`src/rtl/lockarb_pkg.sv`:
```
package lockarb_pkg;

  // Round-robin search: first set bit of elig after index last, wrapping at n.
  // Returns n when nothing is eligible.
  function automatic int unsigned rr_next(input logic [31:0] elig,
                                          input int unsigned last,
                                          input int unsigned n);
    int unsigned idx;
    for (int unsigned k = 1; k <= 32; k++) begin
      if (k <= n) begin
        idx = (last + k) % n;
        if (elig[idx]) return idx;
      end
    end
    return n;
  endfunction

  // Two addresses fall in the same aligned 16-byte block.
  function automatic logic same_block(input logic [63:0] a, input logic [63:0] b);
    return a[63:4] == b[63:4];
  endfunction

endpackage

```
`src/rtl/lockarb_grant.sv`:
```
module lockarb_grant #(
  parameter int N  = 4,
  parameter int IW = $clog2(N)
) (
  input  logic          clk,
  input  logic          rst_n,
  input  logic [N-1:0]  elig,
  input  logic          bus_frame,
  output logic [N-1:0]  gnt,
  output logic [IW-1:0] gnt_idx,
  output logic          gnt_any
);
  import lockarb_pkg::*;

  logic [IW-1:0] last_q;
  logic [31:0]   elig_ext;
  int unsigned   pick;
  logic          grant_issue;
  logic          grant_drop;

  always_comb begin
    elig_ext = '0;
    elig_ext[N-1:0] = elig;
    pick = rr_next(elig_ext, 32'(last_q), N);
  end

  assign gnt_any     = |gnt;
  assign grant_drop  = gnt_any && !elig[gnt_idx];
  assign grant_issue = !gnt_any && !bus_frame && (pick < N);

  always_ff @(posedge clk) begin
    if (!rst_n) begin
      gnt     <= '0;
      gnt_idx <= '0;
      last_q  <= IW'(N - 1);
    end else if (grant_drop) begin
      gnt <= '0;
    end else if (grant_issue) begin
      gnt     <= N'(1) << pick;
      gnt_idx <= IW'(pick);
      last_q  <= IW'(pick);
    end
  end

  assert_onehot_grant_R2: assert property (@(posedge clk) disable iff (!rst_n)
    $onehot0(gnt));
  assert_change_via_zero_R2: assert property (@(posedge clk) disable iff (!rst_n)
    (gnt != '0) |=> (gnt == '0 || $stable(gnt)));
  assert_issue_when_idle_R2: assert property (@(posedge clk) disable iff (!rst_n)
    (gnt != '0 && $past(gnt) == '0) |-> !$past(bus_frame));
  assert_grant_was_eligible_R3: assert property (@(posedge clk) disable iff (!rst_n)
    (gnt != '0 && $past(gnt) == '0) |-> (($past(elig) & gnt) != '0));

endmodule

```
`src/rtl/lockarb_lock.sv`:
```
module lockarb_lock #(
  parameter int N  = 4,
  parameter int IW = $clog2(N),
  parameter int AW = 32
) (
  input  logic          clk,
  input  logic          rst_n,
  input  logic          bus_frame,
  input  logic          bus_lock,
  input  logic [AW-1:0] bus_addr,
  input  logic          gnt_any,
  input  logic [IW-1:0] gnt_idx,
  output logic          lock_held,
  output logic [IW-1:0] lock_owner,
  output logic          region_hit
);
  import lockarb_pkg::*;

  logic          frame_q;
  logic          armed;
  logic [IW-1:0] cand;
  logic [AW-1:0] cap_addr;
  logic [AW-1:0] lock_addr;
  logic [IW-1:0] cur_master;
  logic [63:0]   addr_ext, lock_ext;

  logic addr_phase, lock_take, lock_release, blk_match;

  always_comb begin
    addr_ext = '0;
    lock_ext = '0;
    addr_ext[AW-1:0] = bus_addr;
    lock_ext[AW-1:0] = lock_addr;
  end

  assign addr_phase   = bus_frame && !frame_q;
  assign blk_match    = same_block(addr_ext, lock_ext);
  assign lock_take    = armed && bus_lock;
  assign lock_release = lock_held && (cur_master == lock_owner) && !bus_frame && !bus_lock;

  always_ff @(posedge clk) begin
    if (!rst_n) begin
      frame_q    <= 1'b0;
      armed      <= 1'b0;
      cand       <= '0;
      cap_addr   <= '0;
      lock_addr  <= '0;
      cur_master <= '0;
      lock_held  <= 1'b0;
      lock_owner <= '0;
      region_hit <= 1'b0;
    end else begin
      frame_q <= bus_frame;
      armed   <= addr_phase && gnt_any && !bus_lock && !lock_held;
      if (addr_phase) begin
        cand       <= gnt_idx;
        cap_addr   <= bus_addr;
        if (gnt_any) cur_master <= gnt_idx;
        region_hit <= lock_held && gnt_any && (gnt_idx != lock_owner) && blk_match;
      end
      if (lock_take) begin
        lock_held  <= 1'b1;
        lock_owner <= cand;
        lock_addr  <= cap_addr;
      end else if (lock_release) begin
        lock_held  <= 1'b0;
        lock_owner <= '0;
        region_hit <= 1'b0;
      end
    end
  end

  assert_take_needs_lock_R4: assert property (@(posedge clk) disable iff (!rst_n)
    $rose(lock_held) |-> $past(bus_lock));
  assert_release_R5: assert property (@(posedge clk) disable iff (!rst_n)
    lock_release |=> !lock_held);
  assert_owner_stable_R5: assert property (@(posedge clk) disable iff (!rst_n)
    (lock_held && $past(lock_held)) |-> $stable(lock_owner));
  assert_hit_needs_lock_R8: assert property (@(posedge clk) disable iff (!rst_n)
    region_hit |-> lock_held);

endmodule

```
`src/rtl/lock_arbiter.sv`:
```
module lock_arbiter #(
  parameter int N      = 4,
  parameter int AW     = 32,
  parameter int WB_IDX = 3,
  parameter int IW     = $clog2(N)
) (
  input  logic          clk,
  input  logic          rst_n,
  input  logic [N-1:0]  req,
  input  logic          bus_frame,
  input  logic          bus_lock,
  input  logic [AW-1:0] bus_addr,
  input  logic          full_lock,
  output logic [N-1:0]  gnt,
  output logic          lock_held,
  output logic [IW-1:0] lock_owner,
  output logic          post_dis,
  output logic          region_hit
);
  localparam logic [N-1:0] WB_MASK = N'(1) << WB_IDX;

  logic [N-1:0]  elig;
  logic [N-1:0]  allowed;
  logic [IW-1:0] gnt_idx;
  logic          gnt_any;

  assign allowed = (full_lock && lock_held) ? ((N'(1) << lock_owner) | WB_MASK) : '1;
  assign elig    = req & allowed;
  assign post_dis = lock_held;

  lockarb_grant #(.N(N), .IW(IW)) u_grant (
    .clk(clk), .rst_n(rst_n), .elig(elig), .bus_frame(bus_frame),
    .gnt(gnt), .gnt_idx(gnt_idx), .gnt_any(gnt_any)
  );

  lockarb_lock #(.N(N), .IW(IW), .AW(AW)) u_lock (
    .clk(clk), .rst_n(rst_n), .bus_frame(bus_frame), .bus_lock(bus_lock),
    .bus_addr(bus_addr), .gnt_any(gnt_any), .gnt_idx(gnt_idx),
    .lock_held(lock_held), .lock_owner(lock_owner), .region_hit(region_hit)
  );

  assert_full_lock_filter_R6: assert property (@(posedge clk) disable iff (!rst_n)
    (full_lock && lock_held && $past(lock_held) && $past(full_lock) && gnt != '0)
      |-> ((gnt & ~((N'(1) << lock_owner) | WB_MASK)) == '0));

endmodule

```
`config.mk`:
```
export PLATFORM = sky130hd
export DESIGN_NAME = lock_arbiter
export DESIGN_NICKNAME = d
export VERILOG_FILES = /design/src/rtl/lockarb_pkg.sv /design/src/rtl/lockarb_grant.sv /design/src/rtl/lockarb_lock.sv /design/src/rtl/lock_arbiter.sv
export SDC_FILE = /design/constraint.sdc
export NUM_CORES = 1
export LEC_CHECK = 0
export BUFFER_PORTS_ARGS = -buffer_cell sky130_fd_sc_hd__buf_4
export CAP_MARGIN = 20
export CORE_ASPECT_RATIO = 0.75
export CORE_MARGIN = 8
export CORE_UTILIZATION = 55
export DETAILED_ROUTE_END_ITERATION = 8
export PLACE_DENSITY = 0.77
export SYNTH_ARGS = -nofsm -noshare
export SYNTH_HDL_FRONTEND = slang
export SYNTH_HIERARCHICAL = 1
export SYNTH_SLANG_ARGS = --single-unit
```
`constraint.sdc`:
```
create_clock -name clk -period 5.6 [get_ports clk]
set_input_delay 0.28 -clock clk [delete_from_list [all_inputs] [get_ports clk]]
set_output_delay 0.28 -clock clk [all_outputs]
set_load 0.05 [all_outputs]
```
# Yosys cells after proc, flatten, opt, wreduce, memory -nomap -nowiden
# Index checks and enable logic that the tools add are counted.
# W data, S select, Z words.
totals:
  register_bits: 82
  latchBits: 0
  mem_bits_rw: 0
  rom_bits: 0
  input_bits: 41
  out_inout_bits: 9
  memories: 0
classes:
  n_addsub: 4
  mul: 0
  n_div: 0
  n_lt_le_gt_ge: 6
  eq_ne: 3
  n_shift: 2
  muxes: 38
  bitwise: 3
  reduce_logical: 26
ops:
  columns: ["cell", "n"]
  rows:
  - ["$mux W32", 4]
  - ["$lt A32 B3 Y1 const B", 1]
  - ["$shl A1 B32 Y4 const A", 1]
  - ["$eq A28 B28 Y1", 1]
  - ["$lt A2 B6 Y1 const B", 4]
  - ["$mux W1", 22]
  - ["$logic_and A1 B1 Y1", 15]
  - ["$mux W2", 6]
  - ["$bmux W1 S2", 5]
  - ["$logic_not A1 Y1", 6]
  - ["$add A2 B1 Y2 const B", 2]
  - ["$add A2 B2 Y2 const B", 2]
  - ["$and A4 B4 Y4", 1]
  - ["$reduce_and A2 Y1", 2]
  - ["$reduce_or A4 Y1", 1]
  - ["$lt A2 B3 Y1 const B", 1]
  - ["$mux W3", 1]
  - ["$shl A1 B2 Y3 const A", 1]
  - ["$eq A2 B2 Y1", 1]
  - ["$ne A2 B2 Y1", 1]
  - ["$not A1 Y1", 2]
  - ["$reduce_bool A2 Y1", 1]
  - ["$reduce_or A2 Y1", 1]

# Logic depth before layout (Yosys ltp)
depth:
  depth_word: 16
  depth_mapped: 7
  depth_no_buf: 7

# Cells and area by module
# The synthesis kept the hierarchy.
by_module_without_submodules:
  columns: ["module", "n_inst", "cells_per_inst", "area_each_um2", "seq_area_each_um2"]
  rows:
  - ["lockarb_lock", 1, 330, 2781.4, 1321.3]
  - ["lockarb_grant", 1, 48, 410.4, 160.2]
  - ["lock_arbiter", 1, 8, 50.0, 0.0]

# Worst setup path after synthesis
# Ideal clock, no wire load.
synth_path:
  path_type: "register to register"
  startpoint: "register u_lock.lock_held"
  endpoint: "register u_grant.gnt[2]"
  arrival_time_ps: 2042
  required_ps: 5485
  setup_slack_ps: 3443
  path_stages_with_launch: 6
  n_path_buf: 0
  period_less_slack_ps: 2157
  cell_sequence: "dfxtp_1 -> nand2_1 -> o21a_1 -> mux4_2 -> o21ai_0 -> o21ba_2"
synth_via:
  elab_chain_cells: 15
  word_cells_on_any_way: 39
  classes_between: "1 x order compare; 1 x shift; 31 x mux; 1 x bitwise; 5 x reduce/logical"
synth_lines:
  columns: ["element", "line", "rtl"]
  rows:
  - ["start, declared", "lockarb_lock.sv:13", "output logic lock_held,"]
  - ["start signal, assigned", "lockarb_lock.sv:49", "lock_held <= 1'b0;"]
  - ["start signal, assigned", "lockarb_lock.sv:62", "lock_held <= 1'b1;"]
  - ["start signal, assigned", "lockarb_lock.sv:66", "lock_held <= 1'b0;"]
  - ["$logic_and A1 B1 Y1 *", "lock_arbiter.sv:27", "assign allowed = (full_lock && lock_held) ? ((N'(1) << lock_owner) | WB_MASK) : '1;"]
  - ["$mux W3 *", "lock_arbiter.sv:27", null]
  - ["$and A4 B4 Y4 *", "lock_arbiter.sv:28", "assign elig = req & allowed;"]
  - ["named net elig[1]", "lock_arbiter.sv:22", "logic [N-1:0] elig;"]
  - ["$bmux W1 S2", "lockarb_pkg.sv:12", "if (elig[idx]) return idx;"]
  - ["$mux W1 (not written as such)", "lockarb_pkg.sv:12", null]
  - ["$mux W2 / $mux W1 (equally long branches) (4 in series)", "lockarb_pkg.sv:12", null]
  - ["$mux W32 / $mux W1 (equally long branches) (3 in series)", "lockarb_pkg.sv:9", "for (int unsigned k = 1; k <= 32; k++) begin"]
  - ["$mux W32", "lockarb_pkg.sv:15", "return n;"]
  - ["$lt A32 B3 Y1", "lockarb_grant.sv:29", "assign grant_issue = !gnt_any && !bus_frame && (pick < N);"]
  - ["$logic_and A1 B1 Y1", "lockarb_grant.sv:29", null]
  - ["end signal, assigned", "lockarb_grant.sv:39", "gnt <= N'(1) << pick;"]
  - ["end, declared", "lockarb_grant.sv:9", "output logic [N-1:0] gnt,"]
# The timed path passes the listed nets; every way through them passes the cells marked *. The select of a mux whose other input is x is not followed.
# A chain may end at the register's enable or synchronous reset.

# Worst setup path after layout
# Ends and elaborated chain as after synthesis.

==> results.ini <==
[route]
wl_met1_mm=3.28
dr.first_iter.drc_count=131
drt_first_pass_iters=4
dr_wl_met3_um=385
via_count=2599
drc_errors=0
routed_wl_mm=6.99
drt-vias-per-instance=5.13
top_layer_used=met4
final_antenna_net_count=0
post_drt_wl_per_cell_um=13.8
met2_length_mm=3.24

[finish]
diodes=0
areaGrowthSynthToFinish_pct=17.6
regArea_um2=1480
stdcell_area_um2=3810
drive_gt1_share_pct=16.6
fillers=509
fin_nets=465
multi_input_area_um2=1650

[floorplanning]
num_rows=24
fp.dieArea_um2=8630
ios=50
die_w_um=105
start_util_pct=56.2
core_area_um2=5770
die_height_um=82.5

[yosys]
synth_seq_area_share_pct=45.7
yosysWarnings=6
netlist_instances=386
avgSynthCellArea_um2=8.40
synth_fp_nets=427
ys_types=36
synth_area_um2=3240
synth_seq_cells=74

[timing]
holdWs_ps=124
tightest_slew_ps=541
rsz0062_at_grt=false
slew_headroom_pct=63.9
fin_crit_ps=2050
finalSetupViolations=0
timing.final.crit_share_pct=36.6
skew_ps=3.96
setup_tns_ps=0
drv_slew=0
finalHoldViolations=0
max_freq_mhz=488

[place]
io_buffers=45
placed_cell_area_um2=3600
dp_hpwl_mm=4.68
gp_congestion=0.793

[grt]
grt_pass1_vias=2589
grt_pass1_wl_mm=11.8
grt_use_total_pct=17.0
overflow=0
grt_max_degree=71
antenna_found_initial=0

[power_and_ir_drop]
p_int_w=0.000819
sw_frac_of_total_pct=26.4
power.clock.fraction_pct=34.0
vdd_drop_max_mv=0.201
leakagePower_nw=1.40
p_per_area_nw_per_um2=292
p_comb_share_pct=14.8
switchingPower_w=0.000294
seqPwrFrac_pct=51.3

[cts]
numCtsBuffers=9
clockBufferDepth=2
post_cts_buffers=0
clkLatencyLatePin_ps=350
htree_levels=3
cts-root-buf=clkbuf_8
ctsHoldBuffers=0
clkTransAtPathRegs_ps=70
cts_tree=done
cts_resized=0
cts_sinks=74

[critical_path]
crit_arrival_ps=2290
crit_type=reg2reg
crit_required_ps=5840
path_delay_family=compound AO/OA/AOI/OAI gates
slowest_stage=mux4_2
path_buf_inv=0
start_kind=flop
end_kind=flop
critPathMaxStageDelay_ps=480
cp_max_fo=7
worstPathCellList=nand2_1 > o21a_1 > mux4_2 > o21ai_0 > o21ba_2

[run]
drv_cap=0

[outcome]
status=finished, final reports clean

[min_path]
min_path_type=in2reg

-- layout make-up --
type | count | area share, %
Multi-Input combinational cell | 287 | 43.3
Timing Repair Buffer | 49 | 10.2
Tap cell | 78 | 2.56
Clock buffer | 14 | 4.53
Inverter | 3 | 0.295
Sequential cell | 74 | 38.9
Clock inverter | 2 | 0.263
-- state kept, by name, indices dropped and copies added, names as in the netlist --
name               count
u_lock/cap_addr       28
u_lock/lock_addr      28
u_grant/gnt            4
u_grant/gnt_idx        2
u_grant/last_q         2
u_lock/cand            2
u_lock/cur_master      2
u_lock/lock_owner      2
u_lock/armed           1
u_lock/frame_q         1
u_lock/lock_held       1
u_lock/region_hit      1
-- power by group through the flow --
stage | registers, W | clock network (W) | logic [W]
2_1_floorplan | 0.000593 | 0 | 0.0000965
5_1_grt | 0.000574 | 0.000411 | 0.000182
3_5_place_dp | 0.000582 | 0 | 0.000163
3_3_place_gp | 0.000582 | 0 | 0.000160
6_report | 0.000571 | 0.000378 | 0.000164
4_1_cts | 0.000570 | 0.000390 | 0.000164
-- synth_stat cells, drive strengths merged --
library cell / count / share of area [%]
a211oi: 1 / 0.23
a21oi: 4 / 0.62
mux4: 1 / 0.69
inv: 3 / 0.35
nor3b: 1 / 0.23
and2b: 1 / 0.23
o21ai: 4 / 0.62
clkbuf: 14 / 1.6
nor2: 13 / 1.6
xnor2: 27 / 7.3
o211ai: 1 / 0.23
a211o: 1 / 0.27
nor3: 3 / 0.46
xor2: 5 / 1.4
nand2b: 5 / 0.96
o21a: 4 / 0.93
nand3: 6 / 0.93
nand4: 7 / 1.4
or3: 1 / 0.35
nor2b: 2 / 0.39
and2: 2 / 0.39
buf: 8 / 1.4
nor4: 4 / 1.4
nand2: 128 / 15
a21boi: 63 / 15
nor4b: 1 / 0.27
o21ba: 1 / 0.31
dfxtp: 74 / 46
a31oi: 1 / 0.19
-- path summary, 6_finish.rpt --
| path | from | endpoint | slack [ps] | cells past startpoint |
|---|---|---|---|---|
| hold / removal | bus_lock | u_lock/armed | 120 | 2 |
| hold reg to reg | u_lock/cap_addr[19] | u_lock/lock_addr[19] | 450 | 2 |
| setup reg to reg | u_lock/lock_held | u_grant/gnt[2] | 3550 | 5 |
| setup / recovery | u_lock/lock_held | u_grant/gnt[2] | 3550 | 5 |
-- metal layers --
layer	GRT usage, %	vias to the layer above
met5	0	-
met4	5.82	0
met3	5.12	12
met2	28.8	48
met1	20.7	1201
li1	-	1338
-- cells by family (layout without fill, tap and decap cells) --
logic type | count (synthesis) | count (layout) | synth area share [%]
buffers and inverters | 25 | 68 | 3.36
AO/OA/AOI/OAI | 80 | 80 | 18.0
AND/OR/NAND/NOR | 174 | 174 | 23.6
multiplexers | 1 | 1 | 0.695
flip-flops | 74 | 74 | 45.7
XOR/XNOR | 32 | 32 | 8.65
-- per-stage QoR --
step           setup WS [ps]  std cells  utilization, %  total power, W
2_1_floorplan           3440        386               -        0.000690
3_3_place_gp            3640        490            62.5        0.000742
3_5_place_dp            3590        490            62.5        0.000746
4_1_cts                 3560        506            65.6         0.00112
5_1_grt                 3430        507            66.1         0.00117
6_report                3550        507            66.1         0.00111
-- cells in the final DEF (no fill, tap or decap), types with 2 or more instances in the layout --
| cell type | count |
|---|---|
| a21oi_1 | 4 |
| nand3_1 | 6 |
| clkinv_2 | 2 |
| o21ai_0 | 4 |
| a21boi_0 | 55 |
| nor3_1 | 3 |
| clkbuf_1 | 2 |
| inv_1 | 2 |
| nor4_1 | 2 |
| nor2b_1 | 2 |
| xor2_1 | 5 |
| and2_1 | 2 |
| nand2_1 | 127 |
| o21a_1 | 4 |
| nand4_1 | 7 |
| clkbuf_8 | 12 |
| dfxtp_1 | 74 |
| nand2b_1 | 5 |
| a21boi_1 | 8 |
| buf_4 | 48 |
| xnor2_1 | 27 |
| nor2_1 | 12 |
No activity file was read; power rests on OpenSTA's default activity.
